==> src/rtl/ems_pkg.sv <==
package ems_pkg;
  localparam int TW = 6;          // setup/pulse/hold count width
  localparam int LW = 7;          // total cycle count width
  localparam int CW = TW + 2;     // holds 3*(2^TW-1)

  typedef enum logic [1:0] {
    WM_OFF    = 2'd0,
    WM_RSVD   = 2'd1,
    WM_FREEZE = 2'd2,
    WM_READY  = 2'd3
  } ems_wmode_e;

  typedef struct packed {
    logic             write;
    logic [TW-1:0]    setup;
    logic [TW-1:0]    pulse;
    logic [TW-1:0]    hold;
    logic [LW-1:0]    total;
    ems_wmode_e       wmode;
    logic             rd_by_strobe;
    logic             wr_by_strobe;
  } ems_cfg_t;
endpackage

==> src/rtl/ems_rst_sync.sv <==
module ems_rst_sync (
  input  logic clk,
  input  logic arst_n,
  output logic srst_n
);
  logic meta;

  always_ff @(posedge clk or negedge arst_n) begin
    if (!arst_n) begin
      meta   <= 1'b0;
      srst_n <= 1'b0;
    end else begin
      meta   <= 1'b1;
      srst_n <= meta;
    end
  end
endmodule

==> src/rtl/ems_phase_ctr.sv <==
module ems_phase_ctr
  import ems_pkg::*;
(
  input  logic          clk,
  input  logic          rst_n,
  input  logic          start,
  input  ems_cfg_t      cfg,
  input  logic          wait_n,
  output logic          active,
  output logic          active_nx,
  output logic [CW-1:0] cnt_nx,
  output logic          capture
);
  logic [CW-1:0] cnt;
  logic [CW-1:0] s_w, pend, body, len, len_m1;
  logic          in_pulse, last_pulse, stall, adv, at_end, by_strobe, cnt_en;

  // access length and phase decode
  always_comb begin
    s_w    = CW'(cfg.setup);
    pend   = s_w + CW'(cfg.pulse);
    body   = pend + CW'(cfg.hold);
    len    = (body > CW'(cfg.total)) ? body : CW'(cfg.total);
    if (len == '0) len = CW'(1);
    len_m1 = len - CW'(1);

    in_pulse   = active && (cnt >= s_w) && (cnt < pend);
    last_pulse = in_pulse && (cnt == pend - CW'(1));

    unique case (cfg.wmode)
      WM_FREEZE: stall = in_pulse && !wait_n;
      WM_READY:  stall = last_pulse && !wait_n;
      default:   stall = 1'b0;
    endcase

    adv       = active && !stall;
    at_end    = (cnt == len_m1);
    by_strobe = (cfg.write ? cfg.wr_by_strobe : cfg.rd_by_strobe) && (cfg.pulse != '0);
    capture   = adv && (by_strobe ? last_pulse : at_end);
  end

  // next state
  always_comb begin
    cnt_nx    = cnt;
    active_nx = active;
    if (start) begin
      cnt_nx    = '0;
      active_nx = 1'b1;
    end else if (adv) begin
      if (at_end) active_nx = 1'b0;
      else        cnt_nx    = cnt + CW'(1);
    end
    cnt_en = start || adv;
  end

  always_ff @(posedge clk or negedge rst_n) begin
    if (!rst_n) begin
      cnt    <= '0;
      active <= 1'b0;
    end else if (cnt_en) begin
      cnt    <= cnt_nx;
      active <= active_nx;
    end
  end
endmodule

==> src/rtl/ems_strobe_gen.sv <==
module ems_strobe_gen
  import ems_pkg::*;
#(
  parameter int DW = 16
) (
  input  logic          clk,
  input  logic          rst_n,
  input  logic          active_nx,
  input  logic [CW-1:0] cnt_nx,
  input  logic [TW-1:0] nx_setup,
  input  logic [TW-1:0] nx_pulse,
  input  logic          nx_write,
  input  logic          nx_err,
  input  logic          capture,
  input  logic          cap_write,
  input  logic [DW-1:0] mem_rdata,
  output logic          cs_n,
  output logic          rd_n,
  output logic          wr_n,
  output logic          done,
  output logic [DW-1:0] rdata,
  output logic          cfg_err
);
  logic [CW-1:0] s_w, pend;
  logic          strobe_on, cs_n_d, rd_n_d, wr_n_d, err_d, rdata_en;

  always_comb begin
    s_w       = CW'(nx_setup);
    pend      = s_w + CW'(nx_pulse);
    strobe_on = active_nx && (cnt_nx >= s_w) && (cnt_nx < pend);
    cs_n_d    = !active_nx;
    rd_n_d    = !(strobe_on && !nx_write);
    wr_n_d    = !(strobe_on && nx_write);
    err_d     = active_nx && nx_err;
    rdata_en  = capture && !cap_write;
  end

  always_ff @(posedge clk or negedge rst_n) begin
    if (!rst_n) begin
      cs_n    <= 1'b1;
      rd_n    <= 1'b1;
      wr_n    <= 1'b1;
      done    <= 1'b0;
      cfg_err <= 1'b0;
    end else begin
      cs_n    <= cs_n_d;
      rd_n    <= rd_n_d;
      wr_n    <= wr_n_d;
      done    <= capture;
      cfg_err <= err_d;
    end
  end

  always_ff @(posedge clk or negedge rst_n) begin
    if (!rst_n)        rdata <= '0;
    else if (rdata_en) rdata <= mem_rdata;
  end
endmodule

==> src/rtl/extmem_access_seq.sv <==
module extmem_access_seq
  import ems_pkg::*;
#(
  parameter int DW = 16
) (
  input  logic          clk,
  input  logic          rst_n,
  input  logic          req_valid,
  output logic          req_ready,
  input  logic          req_write,
  input  logic [TW-1:0] req_setup,
  input  logic [TW-1:0] req_pulse,
  input  logic [TW-1:0] req_hold,
  input  logic [LW-1:0] req_total,
  input  logic [1:0]    req_wait_mode,
  input  logic          req_rd_by_strobe,
  input  logic          req_wr_by_strobe,
  input  logic          mem_wait_n,
  input  logic [DW-1:0] mem_rdata,
  output logic          mem_cs_n,
  output logic          mem_rd_n,
  output logic          mem_wr_n,
  output logic          done,
  output logic [DW-1:0] rdata,
  output logic          cfg_err
);
  logic          rst_q_n;
  logic          active, active_nx, start, capture, err_nx;
  logic [CW-1:0] cnt_nx;
  ems_cfg_t      req_cfg, cfg_q, cfg_nx;

  ems_rst_sync i_rst_sync (
    .clk    (clk),
    .arst_n (rst_n),
    .srst_n (rst_q_n)
  );

  always_comb begin
    req_cfg = '{write:        req_write,
                setup:        req_setup,
                pulse:        req_pulse,
                hold:         req_hold,
                total:        req_total,
                wmode:        ems_wmode_e'(req_wait_mode),
                rd_by_strobe: req_rd_by_strobe,
                wr_by_strobe: req_wr_by_strobe};
    req_ready = !active;
    start     = req_valid && !active;
    cfg_nx    = start ? req_cfg : cfg_q;
    err_nx    = cfg_nx.wmode[1] && (cfg_nx.hold == '0);
  end

  always_ff @(posedge clk or negedge rst_q_n) begin
    if (!rst_q_n)   cfg_q <= '0;
    else if (start) cfg_q <= req_cfg;
  end

  ems_phase_ctr i_phase (
    .clk       (clk),
    .rst_n     (rst_q_n),
    .start     (start),
    .cfg       (cfg_q),
    .wait_n    (mem_wait_n),
    .active    (active),
    .active_nx (active_nx),
    .cnt_nx    (cnt_nx),
    .capture   (capture)
  );

  ems_strobe_gen #(.DW(DW)) i_strobe (
    .clk       (clk),
    .rst_n     (rst_q_n),
    .active_nx (active_nx),
    .cnt_nx    (cnt_nx),
    .nx_setup  (cfg_nx.setup),
    .nx_pulse  (cfg_nx.pulse),
    .nx_write  (cfg_nx.write),
    .nx_err    (err_nx),
    .capture   (capture),
    .cap_write (cfg_q.write),
    .mem_rdata (mem_rdata),
    .cs_n      (mem_cs_n),
    .rd_n      (mem_rd_n),
    .wr_n      (mem_wr_n),
    .done      (done),
    .rdata     (rdata),
    .cfg_err   (cfg_err)
  );
endmodule

==> config.mk <==
export PLATFORM = sky130hd
export DESIGN_NAME = extmem_access_seq
export DESIGN_NICKNAME = d
export VERILOG_FILES = /design/src/rtl/ems_pkg.sv /design/src/rtl/ems_rst_sync.sv /design/src/rtl/ems_phase_ctr.sv /design/src/rtl/ems_strobe_gen.sv /design/src/rtl/extmem_access_seq.sv
export SDC_FILE = /design/constraint.sdc
export NUM_CORES = 1
export LEC_CHECK = 0
export CORE_ASPECT_RATIO = 1.2
export CORE_UTILIZATION = 35
export CTS_CLUSTER_DIAMETER = 60
export CTS_CLUSTER_SIZE = 40
export DETAILED_ROUTE_END_ITERATION = 16
export PLACE_DENSITY = 0.53
export SYNTH_ARGS = -nofsm -noshare
export SYNTH_HDL_FRONTEND = slang
export SYNTH_SLANG_ARGS = --single-unit
==> constraint.sdc <==
create_clock -name clk -period 3.5 [get_ports clk]
set_input_delay 0.35 -clock clk [delete_from_list [all_inputs] [get_ports clk]]
set_output_delay 0.35 -clock clk [all_outputs]
set_load 0.02 [all_outputs]
==> results.md <==
- Fmax achieved: 0.138 GHz
- Share of the cycle needed by the critical path after routing: 207%
- Routed wire length: 17000 um
- Worst-margin pin slew: 734 ps
- Overflow after GRT: 0
- Post-synthesis share of cell area spent on and, or, nand and nor gates: 17.9%
- Violations in the final reports: DRC, setup timing
- Worst reg2reg setup slack: -3740 ps
- Post-route core utilization: 58.8%
- DP Wirelength: 13100 um
- Routed via count: 5065
- Synthesized instance count: 546
- First-pass GRT wire length: 26600 um
- Number of buffers on the longest clock path: 2
- Non-filler instance count after layout: 987
- Area taken by flip-flops and latches: 1560 um2
- Share of the synthesized area in compound gates (AO/OA/AOI/OAI): 21.3%
- Gr usage total: 23.7%
- Number of primary I/O pins: 72
- Run status: complete, but fails checks
- Post-synthesis sequential element count: 62
- Netlist cell types: 75
- Endpoint type of the worst setup path: flop
- Maximum net fanout on the critical path: 5
- Adder and majority gate portion of the synthesized area: 14.5%
- Largest family of logic cells by synthesized area: compound AO/OA/AOI/OAI gates
- Max-slew headroom: 50.5%
- Antenna violations before repair: 0
- Largest net degree at the start of global routing: 35
- Worst Setup Slack post-DPL: -3970 ps
- Share of the yosys chip area belonging to registers: 31.1%
- First-iteration detailed-routing DRC count: 180
- Share of layout cells above drive strength 1: 38.8%
- Clock transition at path regs: 70 ps
- Post-Place Cells: 936
- Final nets: 917
- Drt first pass iters: 10
- Synthesized net count: 652
- ANT cells: 0
- Hold bufs inserted after CTS: 0
- Antenna Violating Nets Remaining: 0
- Maxcap violations: 0
- Async set-reset flop share out of synthesis: 100%
- Number of buffers inserted during clock tree synthesis: 9
- Floorplan Core Area: 13900 um2
- Via count of the first global-routing pass: 5319
- Clock latency reported for the late side of the worst-skew pair: 350 ps
- Most frequently used flop master after synthesis: dfrtp_1
- Die area: 14800 um2
- Worst-case hold slack: 158 ps
- Setup CP Type: reg2reg
- Area of the multi-input gates: 3670 um2
- Final min period: 7240 ps
- Worst hold path type: in2async
- Setup crit start kind: flop
- Gp weighted congestion: 0.906
- Worst Path Required: 3770 ps
- Unrepaired setup endpoints after global routing: yes
- Initial core utilization: 36.1%
- Count of endpoints failing setup in the final report: 30
- Critical-path cell with the highest stage delay: fa_2
- Number of buffers added on ports: 71
- XOR/XNOR Fraction of Synth Area: 5.00%
- Synthesized area per cell: 9.16 um2
- Count of yosys warnings during synthesis: 0
- Die Wd: 111 um
- Fill cell count: 1228
- Worst-case setup margin in the final layout: -3740 ps
- Critical path arrival: 7510 ps
- Mux share of post-synthesis cell area: 5.75%
- Slew Viols, Final: 0
- Post-detailed-route DRC marker count: 4
- Height of the chip: 133 um
- Drt via density: 5.13
- Number of flops mapped to enable cells by yosys: 0
- Area added between synthesis and finish: 63.0%
- Stage delay of the slowest cell on the critical path: 400 ps
- Number of H-tree levels: 3
- CTS tree: done
- Final-report hold violation count: 0
- Worst clock skew: 10.5 ps
- Count of standard-cell rows: 47
- Cell chosen for the clock root: clkbuf_16
- DR WL/cell: 17.2 um
- Area of the mapped netlist: 5000 um2
- Clock sink count: 62
-- synth_stat cells, drive strengths merged, types with 2 or more instances --
master	instances	area [um2]
nand3	9	45.0
a211o	6	52.6
nor4	3	18.8
o21ai	32	179
clkbuf	9	33.8
buf	4	26.3
dfrtp	59	1480
ha	53	663
o211ai	9	81.3
a31oi	6	50.0
o2111ai	3	26.3
a21o	9	75.1
or2	3	18.8
mux2	16	218
fa	3	60.1
and3	6	37.5
nand2b	9	56.3
a21oi	26	141
and2	2	12.5
inv	42	163
nor3	6	41.3
nand3b	2	15.0
o22ai	6	50.0
a211oi	15	135
or3	6	42.5
mux2i	7	70.1
o21bai	4	30.0
nor2b	5	31.3
nor2	40	150
nand4	6	37.5
nor4b	3	26.3
a221oi	2	23.8
xor2	8	70.1
nand2	74	278
o21a	9	67.6
o211a	3	30.0
xnor2	18	158
dfstp	3	78.8
-- state kept, by name, summed over array words and instances (netlist names) --
| register | flops |
|---|---|
| cfg_q | 30 |
| i_phase.active | 1 |
| i_phase.cnt | 8 |
| i_rst_sync.meta | 1 |
| i_rst_sync.srst_n | 1 |
| i_strobe.cfg_err | 1 |
| i_strobe.cs_n | 1 |
| i_strobe.done | 1 |
| i_strobe.rd_n | 1 |
| i_strobe.rdata | 16 |
| i_strobe.wr_n | 1 |
-- critical path, delay by kind of cell, from the launching register on --
kind,cells,cell delay [ps]
adders and majority gates,6,1660
xor gates and xnor gates,2,390
DFF,1,380
and+or+nand+nor,9,1370
AOI/OAI and AO/OA,17,2910
buffers and inverters,2,210
muxes,1,260
-- cell usage in the layout (no fill, tap or decap), types with 16 or more instances in the layout --
cell type / Yosys / routed
inv_1: 41 / 39
dfrtp_1: 59 / 57
ha_1: 53 / 41
a21oi_1: 23 / 19
nor2_1: 40 / 33
nand2_1: 74 / 74
xnor2_1: 18 / 17
clkdlybuf4s50_1: 0 / 71
o21ai_0: 26 / 20
buf_6: 1 / 16
buf_4: 1 / 178
-- cell families after synthesis --
group	count (synthesis)
fa+ha+maj	56
buf+inv	55
compound gates	141
flops	62
other cells	1
mux	23
xor+xnor	27
simple gates	181
-- area by class of cell --
class,instances,share of cell area (%)
Multi-Input combinational cell,429,45.0
Timing Repair Buffer,267,27.9
Sequential cell,62,19.1
Clock buffer,9,2.76
Tap cell,171,2.62
Inverter,42,1.99
Clock inverter,7,0.706
-- through the flow --
stage	cell area (um2)	setup TNS, ps
final	8160	-96410
after floorplan	5120	-72130
after CTS	7950	-80940
after global routing	8160	-104800
after global placement	7210	-77540
after detailed placement	7210	-83350
-- layer usage --
metal / track usage, % / share of wire [%]
met4: 15.1 / 5.4
met2: 43.2 / 52
met3: 3.62 / 3.2
met5: 0 / 0
met1: 25.5 / 39
-- repair_timing --
item                                    4_1_cts  5_1_grt
pin swaps                                    47       19
setup buffers                                25       16
endpoints found under the setup margin       30       30
gates resized for setup                      50       30
gates cloned                                  1        0
-- path summary, 6_finish.rpt --
kind                                      to  cells past startpoint         startpoint
min in group clk           i_rst_sync.srst_n                      0    i_rst_sync.meta
setup / recovery               i_strobe.wr_n                     37          cfg_q[17]
hold reg to reg                    cfg_q[22]                      0  i_rst_sync.srst_n
setup reg to reg               i_strobe.wr_n                     37          cfg_q[17]
max in group asynchronous      i_strobe.cs_n                      1  i_rst_sync.srst_n
hold / removal               i_rst_sync.meta                      1              rst_n
Power is left out: the tool's default activity adds up to more than one toggle a clock period on the data nets, which glitch-free logic cannot reach.
